## src/rtl/yuvpk_pkg.sv

```systemverilog
package yuvpk_pkg;

    // Line parity state: odd lines carry U, even lines carry V
    typedef enum logic {
        LP_EVEN = 1'b0,
        LP_ODD  = 1'b1
    } line_par_e;

    // Register stages between pixel input and packed word
    localparam int PIPE_DEPTH = 3;

    // Component lanes
    localparam int N_CMP = 3;
    localparam int CMP_Y = 0;
    localparam int CMP_U = 1;
    localparam int CMP_V = 2;

endpackage

```

## src/rtl/yuvpk_line_fsm.sv

```systemverilog
module yuvpk_line_fsm
    import yuvpk_pkg::*;
(
    input  logic      clk,
    input  logic      rst_n,
    input  logic      pix_valid,
    input  logic      pix_sof,
    input  logic      pix_sol,
    output line_par_e line_st,
    output logic      pix_odd
);

    line_par_e st_q;
    line_par_e st_nxt;

    // State register
    always_ff @(posedge clk or negedge rst_n) begin
        if (!rst_n) begin
            st_q <= LP_EVEN;
        end else begin
            st_q <= st_nxt;
        end
    end

    // Next state: T_FRAME forces odd, T_LINE toggles, T_HOLD keeps
    always_comb begin
        st_nxt = st_q;
        unique case (st_q)
            LP_EVEN: begin
                if (pix_valid && (pix_sof || pix_sol)) begin
                    st_nxt = LP_ODD;
                end
            end
            LP_ODD: begin
                if (pix_valid && pix_sof) begin
                    st_nxt = LP_ODD;
                end else if (pix_valid && pix_sol) begin
                    st_nxt = LP_EVEN;
                end
            end
            default: st_nxt = LP_EVEN;
        endcase
    end

    // Outputs: the marked pixel already belongs to the new line
    always_comb begin
        line_st = st_q;
        pix_odd = (st_nxt == LP_ODD);
    end

endmodule

```

## src/rtl/yuvpk_lane.sv

```systemverilog
module yuvpk_lane #(
    parameter int CH_W   = 10,
    parameter int COEF_W = 12,
    parameter int SHIFT  = 10,
    parameter int KR     = 0,
    parameter int KG     = 0,
    parameter int KB     = 0,
    parameter int OFS    = 0
) (
    input  logic                       clk,
    input  logic [2:0][CH_W-1:0]       pix,
    output logic [CH_W-1:0]            res
);

    localparam int PIX_SW = CH_W + 1;
    localparam int PROD_W = PIX_SW + COEF_W;
    localparam int ACC_W  = PROD_W + 2;
    localparam int KV [3] = '{KR, KG, KB};

    localparam logic signed [ACC_W-1:0] RND_K = ACC_W'(2 ** (SHIFT - 1));
    localparam logic signed [ACC_W-1:0] OFS_K = ACC_W'(OFS);
    localparam logic signed [ACC_W-1:0] MAX_K = ACC_W'((2 ** CH_W) - 1);

    logic signed [PROD_W-1:0] prod_q [3];
    logic signed [ACC_W-1:0]  sum_q;
    logic signed [ACC_W-1:0]  scaled;
    logic signed [ACC_W-1:0]  biased;
    logic [CH_W-1:0]          clamped;
    logic [CH_W-1:0]          res_q;

    // Stage 1: one signed product per colour input
    for (genvar i = 0; i < 3; i++) begin : g_mul
        localparam logic signed [COEF_W-1:0] CK = COEF_W'(KV[i]);
        logic signed [PIX_SW-1:0] px_s;
        assign px_s = signed'({1'b0, pix[i]});
        always_ff @(posedge clk) begin
            prod_q[i] <= PROD_W'(px_s) * PROD_W'(CK);
        end
    end

    // Stage 2: accumulate
    always_ff @(posedge clk) begin
        sum_q <= ACC_W'(prod_q[0]) + ACC_W'(prod_q[1]) + ACC_W'(prod_q[2]);
    end

    // Stage 3: round half up, descale, offset, clamp
    always_comb begin
        scaled = (sum_q + RND_K) >>> SHIFT;
        biased = scaled + OFS_K;
        if (biased < 0) begin
            clamped = '0;
        end else if (biased > MAX_K) begin
            clamped = '1;
        end else begin
            clamped = biased[CH_W-1:0];
        end
    end

    always_ff @(posedge clk) begin
        res_q <= clamped;
    end

    assign res = res_q;

endmodule

```

## src/rtl/yuvpk_ctrl_pipe.sv

```systemverilog
module yuvpk_ctrl_pipe #(
    parameter int DEPTH = 3
) (
    input  logic clk,
    input  logic rst_n,
    input  logic in_valid,
    input  logic in_odd,
    output logic out_valid,
    output logic out_odd
);

    logic [DEPTH-1:0] v_q;
    logic [DEPTH-1:0] o_q;

    for (genvar s = 0; s < DEPTH; s++) begin : g_stage
        logic v_d;
        logic o_d;
        if (s == 0) begin : g_head
            assign v_d = in_valid;
            assign o_d = in_odd;
        end else begin : g_body
            assign v_d = v_q[s-1];
            assign o_d = o_q[s-1];
        end
        always_ff @(posedge clk or negedge rst_n) begin
            if (!rst_n) begin
                v_q[s] <= 1'b0;
                o_q[s] <= 1'b0;
            end else begin
                v_q[s] <= v_d;
                o_q[s] <= o_d;
            end
        end
    end

    assign out_valid = v_q[DEPTH-1];
    assign out_odd   = o_q[DEPTH-1];

endmodule

```

## src/rtl/yuv_line_packer.sv

```systemverilog
module yuv_line_packer
    import yuvpk_pkg::*;
#(
    parameter int CH_W   = 10,
    parameter int COEF_W = 12,
    parameter int SHIFT  = 10,
    parameter int WORD_W = 16,
    parameter int Y_KR   = 263,
    parameter int Y_KG   = 516,
    parameter int Y_KB   = 100,
    parameter int Y_OFS  = 66,
    parameter int U_KR   = -152,
    parameter int U_KG   = -298,
    parameter int U_KB   = 450,
    parameter int U_OFS  = 512,
    parameter int V_KR   = 450,
    parameter int V_KG   = -377,
    parameter int V_KB   = -73,
    parameter int V_OFS  = 512
) (
    input  logic              clk,
    input  logic              rst_n,
    input  logic              pix_valid,
    input  logic              pix_sof,
    input  logic              pix_sol,
    input  logic [CH_W-1:0]   pix_r,
    input  logic [CH_W-1:0]   pix_g,
    input  logic [CH_W-1:0]   pix_b,
    output logic              out_valid,
    output logic [WORD_W-1:0] out_word
);

    localparam int HALF = WORD_W / 2;
    localparam int KTAB [9] = '{Y_KR, Y_KG, Y_KB,
                                U_KR, U_KG, U_KB,
                                V_KR, V_KG, V_KB};
    localparam int OTAB [3] = '{Y_OFS, U_OFS, V_OFS};

    line_par_e            line_st;
    logic                 pix_odd;
    logic                 pipe_odd;
    logic [2:0][CH_W-1:0] pix_vec;
    logic [CH_W-1:0]      res [N_CMP];

    assign pix_vec = {pix_b, pix_g, pix_r};

    yuvpk_line_fsm u_fsm (
        .clk       (clk),
        .rst_n     (rst_n),
        .pix_valid (pix_valid),
        .pix_sof   (pix_sof),
        .pix_sol   (pix_sol),
        .line_st   (line_st),
        .pix_odd   (pix_odd)
    );

    for (genvar c = 0; c < N_CMP; c++) begin : g_lane
        yuvpk_lane #(
            .CH_W   (CH_W),
            .COEF_W (COEF_W),
            .SHIFT  (SHIFT),
            .KR     (KTAB[c*3+0]),
            .KG     (KTAB[c*3+1]),
            .KB     (KTAB[c*3+2]),
            .OFS    (OTAB[c])
        ) u_lane (
            .clk (clk),
            .pix (pix_vec),
            .res (res[c])
        );
    end

    yuvpk_ctrl_pipe #(
        .DEPTH (PIPE_DEPTH)
    ) u_ctrl (
        .clk       (clk),
        .rst_n     (rst_n),
        .in_valid  (pix_valid),
        .in_odd    (pix_odd),
        .out_valid (out_valid),
        .out_odd   (pipe_odd)
    );

    // Luma MSBs high, parity-selected chroma MSBs low
    assign out_word = {res[CMP_Y][CH_W-1 -: HALF],
                       pipe_odd ? res[CMP_U][CH_W-1 -: HALF]
                                : res[CMP_V][CH_W-1 -: HALF]};

    logic unused_lsbs;
    assign unused_lsbs = ^{res[CMP_Y][CH_W-HALF-1:0],
                           res[CMP_U][CH_W-HALF-1:0],
                           res[CMP_V][CH_W-HALF-1:0]};

endmodule

```

## config.mk

```make
export PLATFORM = sky130hd
export DESIGN_NAME = yuv_line_packer
export DESIGN_NICKNAME = d
export VERILOG_FILES = /design/src/rtl/yuvpk_pkg.sv /design/src/rtl/yuvpk_line_fsm.sv /design/src/rtl/yuvpk_lane.sv /design/src/rtl/yuvpk_ctrl_pipe.sv /design/src/rtl/yuv_line_packer.sv
export SDC_FILE = /design/constraint.sdc
export NUM_CORES = 1
export LEC_CHECK = 0
export BUFFER_PORTS_ARGS = -buffer_cell sky130_fd_sc_hd__buf_2
export CORE_MARGIN = 10
export CORE_UTILIZATION = 35
export CTS_CLUSTER_SIZE = 20
export DETAILED_ROUTE_END_ITERATION = 8
export MAX_ROUTING_LAYER = met4
export PLACE_DENSITY_LB_ADDON = 0.05
export SYNTH_ARGS = -nofsm -noshare
export SYNTH_HDL_FRONTEND = slang
export SYNTH_SLANG_ARGS = --single-unit
```

## constraint.sdc

```tcl
create_clock -name clk -period 7.8 [get_ports clk]
set_clock_uncertainty 0.1 [all_clocks]
set_input_delay 0.39 -clock clk [delete_from_list [all_inputs] [get_ports clk]]
set_output_delay 0.39 -clock clk [all_outputs]
set_load 0.05 [all_outputs]
```

==> flow_metrics.py, run 1 <==
metrics = {
    "worst_setup_path": {
        "slowest_stage": "fa_1",
        "worst_r2r_path_depth": 10,
        "cpMostUsedCell": "fa_1",
        "startpoint": "pix_g[5]",
        "crit_buf_inv": 4,
        "worstPathCellList": "dlygate4sd3_1, buf_2, inv_1, ha_1, inv_1, fa_1, fa_1, fa_1, fa_1, ha_1, o21a_1, o21a_1, o211ai_1, a21oi_1, o31ai_1, nor4bb_1, a211oi_1",
        "cp-start-kind": "input pin",
        "cp_top_family": "adder cells",
        "path_max_fanout": 8,
        "slowest_delay_ns": 0.58,
        "cp.arrival_ns": 5.55,
        "cp.depth": 17,
        "reg2reg_from": "g_lane[0].u_lane.prod_q[0][44]",
        "required_ns": 8.16,
        "worstSetupEndpointType": "flip-flop",
        "setup.worst_path.end": "g_lane[1].u_lane.prod_q[0][43]",
        "r2r_end": "g_lane[0].u_lane.sum_q[20]",
        "critical_path_class": "in2reg",
        "reg2reg_slack_ns": 4.38,
    },
    "logic_synthesis": {
        "synth_area_um2": 19900,
        "netlist_top_cells_area": "ha_1 (28%), dfxtp_1 (22%), fa_1 (17%), inv_1 (5.7%), xnor2_1 (4.7%)",
        "synth_edf_count": 0,
        "synth_top_area_cell": "ha_1",
        "synth_nets": 2580,
        "yosys_warnings": 0,
        "synthDistinctLibCells": 85,
        "syn_inst": 1933,
        "synth_ff_type": "dfxtp_1",
        "synth_seq_cells": 228,
        "yosysSeqAreaShare_pct": 23.1,
        "async_flop_share_pct": 2.63,
        "synth.top_cell.area_share_pct": 27.6,
        "syn_area_per_cell_um2": 10.3,
    },
    "routing": {
        "drtIter0Drc": 453,
        "vias": 13300,
        "drt_wl_total_mm": 49.7,
        "post-route-drc-count": 0,
        "ant_nets": 0,
        "drt_pass1_iterations": 5,
        "vias_per_cell": 4.74,
        "top_layer_used": "met4",
        "met3_length_mm": 1.61,
        "wire_per_inst_um": 17.7,
        "met1Wirelength_mm": 24.4,
        "wl_met2_mm": 22.6,
    },
    "timing": {
        "slew_violations": 0,
        "hold_viol": 0,
        "setup_tns_ns": 0,
        "rsz0062_at_grt": "no",
        "min_period_over_period_pct": 66.6,
        "finalCriticalPeriod_ns": 5.19,
        "fmax_mhz": 193,
        "finalSetupViolCount": 0,
        "slew_headroom_pct": 62.5,
        "worst_pin_slew_ns": 0.561,
    },
    "min_path": {
        "hold_path_class": "in2reg",
    },
    "die": {
        "die_w_um": 259,
        "core_um2": 56400,
        "ioPinCount": 52,
        "die_h_um": 259,
        "die_area_um2": 66800,
        "initial_core_util_pct": 35.3,
        "row_count": 87,
    },
    "flow_run": {
        "drv_cap": 0,
    },
    "layout": {
        "layout_commonest_cell": "ha_1",
        "design_area_um2": 22200,
        "drive_gt1_share_pct": 6.99,
        "finalNetCount": 2670,
        "syn_to_final_growth_pct": 11.6,
        "final_util_pct": 39.4,
        "final_cells": 2806,
        "final_cell_mix": "ha_1 (439), inv_1 (303), dfxtp_1 (222)",
    },
    "clock_network": {
        "clkSlewWorstSetupHoldPaths_ns": 0.06,
        "clk_latency_ns": 0.56,
        "clkSinkCount": 228,
        "cts_buffers": 29,
        "tritoncts": "done",
        "cts_max_path_buffers": 3,
        "cts_root_buf": "clkbuf_16",
        "post_cts_resized": 0,
        "h-tree-depth": 1,
    },
    "global_routing": {
        "antenna_found_initial": 7,
        "grt_pass1_wl_mm": 77.5,
        "track_usage_pct": 15.3,
        "grt_max_degree": 14,
        "overflow": 0,
        "grt_pass1_vias": 13800,
    },
    "outcome": {
        "status": "complete, no violations",
    },
    "pwr": {
        "p_total_uw": 9620,
        "p_leak_uw": 0.0110,
        "power_density_nw_per_um2": 433,
        "irDropWorstVdd_mv": 0.202,
    },
    "placed_design": {
        "portBuffers": 51,
        "place_inst": 2731,
        "place.gp.congestion": 0.836,
        "postPlaceCellArea_um2": 21100,
        "dp_hpwl_mm": 42.8,
    },
}
[routing by layer]
layer / vias up / track usage [%]
met5: - / -
met4: 0 / 3.82
met3: 60 / 2.00
met2: 156 / 24.2
met1: 6345 / 20.4
li1: 6753 / -
[timing repair]
item | in CTS | in global routing
buffers inserted | 0 | 0
hold buffers | 17 | 0
endpoints found under the hold margin | 22 | 0
[synthesized netlist by cell type, types with 12 or more instances]
cell type and count:
dfxtp_1 222, nor3_1 32, a211oi_1 16, o21bai_1 21
ha_1 439, xnor2_1 107, xor2_1 44, a21o_1 33
fa_1 173, nand3_1 28, nor2_1 69, a21oi_1 102
o21a_1 18, o21ai_0 46, nand2_1 62, and3_1 17
nand2b_1 12, inv_1 303
[sequential cells by signal, summed over array words and instances (netlist names)]
name,cells
g_lane.u_lane.prod_q,154
g_lane.u_lane.res,24
g_lane.u_lane.sum_q,44
u_ctrl.g_stage.o_d,2
u_ctrl.g_stage.v_d,2
u_ctrl.out_odd,1
u_ctrl.out_valid,1
[where the power goes]
| part | switching [µW] | total, µW | leakage (µW) | internal [µW] |
|---|---|---|---|---|
| Clock | 539 | 1370 | 0.000479 | 826 |
| Combinational | 3410 | 6030 | 0.00855 | 2630 |
| Sequential | 457 | 2230 | 0.00194 | 1770 |
[cell families (layout without fill, tap and decap cells)]
family          count (synthesis)  after routing  share of synthesized area (%)
fa+ha+maj                     612            612                           45.0
buf+inv                       313            425                           5.95
flops                         228            228                           23.1
simple gates                  299            299                           8.08
xor+xnor                      151            151                           6.64
mux                            13             13                          0.710
other cells                     0              5                              0
compound gates                317            317                           10.6
[area by class of cell]
cell class	instances	area, µm²
Fill cell	5680	34200
Multi-Input combinational cell	1392	14100
Sequential cell	228	4590
Inverter	304	1140
Tap cell	756	946
Clock buffer	36	802
Timing Repair Buffer	68	425
Clock inverter	17	178
Antenna cell	5	12.5
[stage by stage]
stage,worst slack (ns),hold slack [ns]
3_3_place_gp,2.78,0.117
2_1_floorplan,3.27,-0.00559
4_1_cts,2.66,0.0122
6_report,2.61,0.0499
5_1_grt,2.34,0.0180
3_5_place_dp,2.66,0.122
[how the worst min path moves through the flow]
stage,slack (ns),end,cells after the start,start
after floorplan,-0.006,u_ctrl.g_stage[1].o_d,0,rst_n
after global placement,0.12,u_ctrl.g_stage[1].o_d,1,rst_n
after detailed placement,0.12,u_ctrl.out_valid,1,rst_n
after CTS,0.01,g_lane[0].u_lane.prod_q[0][0],1,pix_r[0]
after global routing,0.02,g_lane[0].u_lane.prod_q[0][0],1,pix_r[0]
final,0.05,g_lane[0].u_lane.prod_q[0][42],1,pix_b[0]
Power figures use the tool's default switching activity.
==> inputs of run 2 (changes only) <==
Clock period 7.8 ns to 4.23 ns, I/O delays scaled along.
==> run 2 against run 1 <==
  * Largest cell class unchanged
  * Largest power group unchanged
  * Final area up 7.1%
  * Global-route usage up 0.71 points
  * Critical path type unchanged
  * Sequential power up 83%
  * Final cell count up 6.7%
  * Via count up 4.8%
==> flow_metrics.py, run 2 (synthesis results as in run 1) <==
metrics = {
    "die": {
        "die_area_um2": 66800,
        "row_count": 87,
        "ioPinCount": 52,
        "initial_core_util_pct": 35.3,
        "die_h_um": 259,
        "core_um2": 56400,
        "die_w_um": 259,
    },
    "worst_setup_path": {
        "cp_top_family": "adder cells",
        "slowest_stage": "dlygate4sd3_1",
        "worstSetupEndpointType": "flip-flop",
        "reg2reg_from": "g_lane[2].u_lane.prod_q[0][48]",
        "required_ns": 4.62,
        "cp-start-kind": "input pin",
        "path_max_fanout": 5,
        "worstPathCellList": "buf_2, dlygate4sd3_1, buf_4, fa_1, ha_4, inv_1, fa_1, inv_1, ha_1, ha_4, a21oi_2, o21bai_1, a21oi_1, o21bai_1, a21o_1, a21o_1, or4_1, nand3_1",
        "cp.depth": 18,
        "critical_path_class": "in2reg",
        "slowest_delay_ns": 0.59,
        "startpoint": "pix_r[4]",
        "cp.arrival_ns": 4.50,
        "crit_buf_inv": 5,
        "worst_r2r_path_depth": 10,
    },
    "clock_network": {
        "clkSlewWorstSetupHoldPaths_ns": 0.07,
        "clk_latency_ns": 0.54,
        "h-tree-depth": 1,
        "clkSinkCount": 228,
        "cts_root_buf": "clkbuf_16",
        "tritoncts": "done",
        "cts_max_path_buffers": 3,
        "cts_buffers": 27,
    },
    "layout": {
        "seq_area_um2": 4590,
        "design_area_um2": 23800,
        "finalNetCount": 2863,
        "final_util_pct": 42.2,
        "layout_commonest_cell": "ha_1",
        "top_register": "g_lane.u_lane.prod_q",
        "nFillCells": 5607,
        "final_cell_mix": "ha_1 (430), inv_1 (303), dfxtp_1 (222)",
        "syn_to_final_growth_pct": 19.6,
        "largest_register_ffs": 154,
        "final_cells": 2995,
        "drive_gt1_share_pct": 15.6,
        "multiInputGateArea_um2": 14300,
    },
    "routing": {
        "vias_per_cell": 4.66,
        "post-route-drc-count": 0,
        "vias": 13900,
        "drtIter0Drc": 585,
        "wire_per_inst_um": 17.3,
        "drt_pass1_iterations": 5,
        "ant_nets": 0,
        "drt_wl_total_mm": 51.7,
    },
    "timing": {
        "holdWs_ns": 0.0507,
        "finalCriticalPeriod_ns": 4.11,
        "slew_headroom_pct": 58.7,
        "finalSetupViolCount": 0,
        "hold_viol": 0,
        "slew_violations": 0,
        "fmax_mhz": 243,
        "rsz0062_at_grt": "yes",
        "min_period_over_period_pct": 97.2,
        "worst_pin_slew_ns": 0.617,
    },
    "pwr": {
        "p_leak_uw": 0.0119,
        "p_total_uw": 18600,
        "irDropWorstVdd_mv": 0.415,
        "power_density_nw_per_um2": 781,
    },
    "global_routing": {
        "antenna_found_initial": 5,
        "grt_max_degree": 14,
        "grt_pass1_vias": 14600,
        "track_usage_pct": 16.0,
        "grt_pass1_wl_mm": 81.5,
        "overflow": 0,
    },
    "placed_design": {
        "place.gp.congestion": 0.839,
        "dp_hpwl_mm": 44.9,
        "place_inst": 2913,
        "postPlaceCellArea_um2": 22500,
        "portBuffers": 51,
    },
    "min_path": {
        "hold_path_class": "in2reg",
        "hold_start": "pix_r[3]",
        "min_delay_path_depth": 3,
    },
    "flow_run": {
        "drv_cap": 0,
    },
    "outcome": {
        "status": "complete, no violations",
    },
}
[run 2: report_power, final]
group / switching, µW / internal [µW] / leakage, µW
Combinational: 6540 / 5670 / 0.00951
Sequential: 812 / 3260 / 0.00194
Clock: 923 / 1390 / 0.000437
[run 2: routing by layer]
metal	vias to the layer above	routed length, µm	GRT usage, %
li1	7140	-	-
met1	6622	25100	21.2
met2	140	24200	26.0
met3	45	1340	1.62
met4	0	998	3.97
met5	-	0	-
[run 2: worst reg2reg max path: stages (launching register included)]
cell and delay (ns):
dfxtp_1 0.37, fa_1 0.44, ha_1 0.30, a41o_1 0.18
a2111oi_1 0.62, o31a_1 0.39, a21o_1 0.24, a21oi_1 0.12
o21a_1 0.21, o21a_1 0.18, o21a_1 0.18
[run 2: final timing paths]
path	endpoint	slack [ns]
worst min-delay path	g_lane[2].u_lane.prod_q[0][4]	0.05
worst min register to register	u_ctrl.out_valid	0.25
max in group asynchronous	u_ctrl.g_stage[2].o_d	3.33
worst max register to register	g_lane[2].u_lane.sum_q[19]	0.80
min in group asynchronous	u_ctrl.out_valid	0.49
worst max-delay path	g_lane[2].u_lane.prod_q[0][18]	0.12
[run 2: metrics by stage]
step	setup TNS (ns)	setup WS (ns)
floorplan	0	0.00325
CTS	0	0.00777
global placement	-3.94	-0.370
detailed placement	-4.43	-0.420
global route	-0.0242	-0.0170
finish	0	0.118
[run 2: cell type report]
class                           count  share of cell area [%]
Multi-Input combinational cell   1392                    60.1
Clock inverter                     10                   0.488
Timing Repair Buffer              263                    8.08
Tap cell                          756                    3.97
Antenna cell                        2                  0.0210
Sequential cell                   228                    19.3
Inverter                          304                    4.79
Clock buffer                       40                    3.25
[run 2: what timing repair did]
action	4_1_cts	5_1_grt
setup buffers	0	7
gates resized for setup	0	33
setup endpoints to repair	0	21
hold buffers	24	1
hold endpoints to repair	27	1
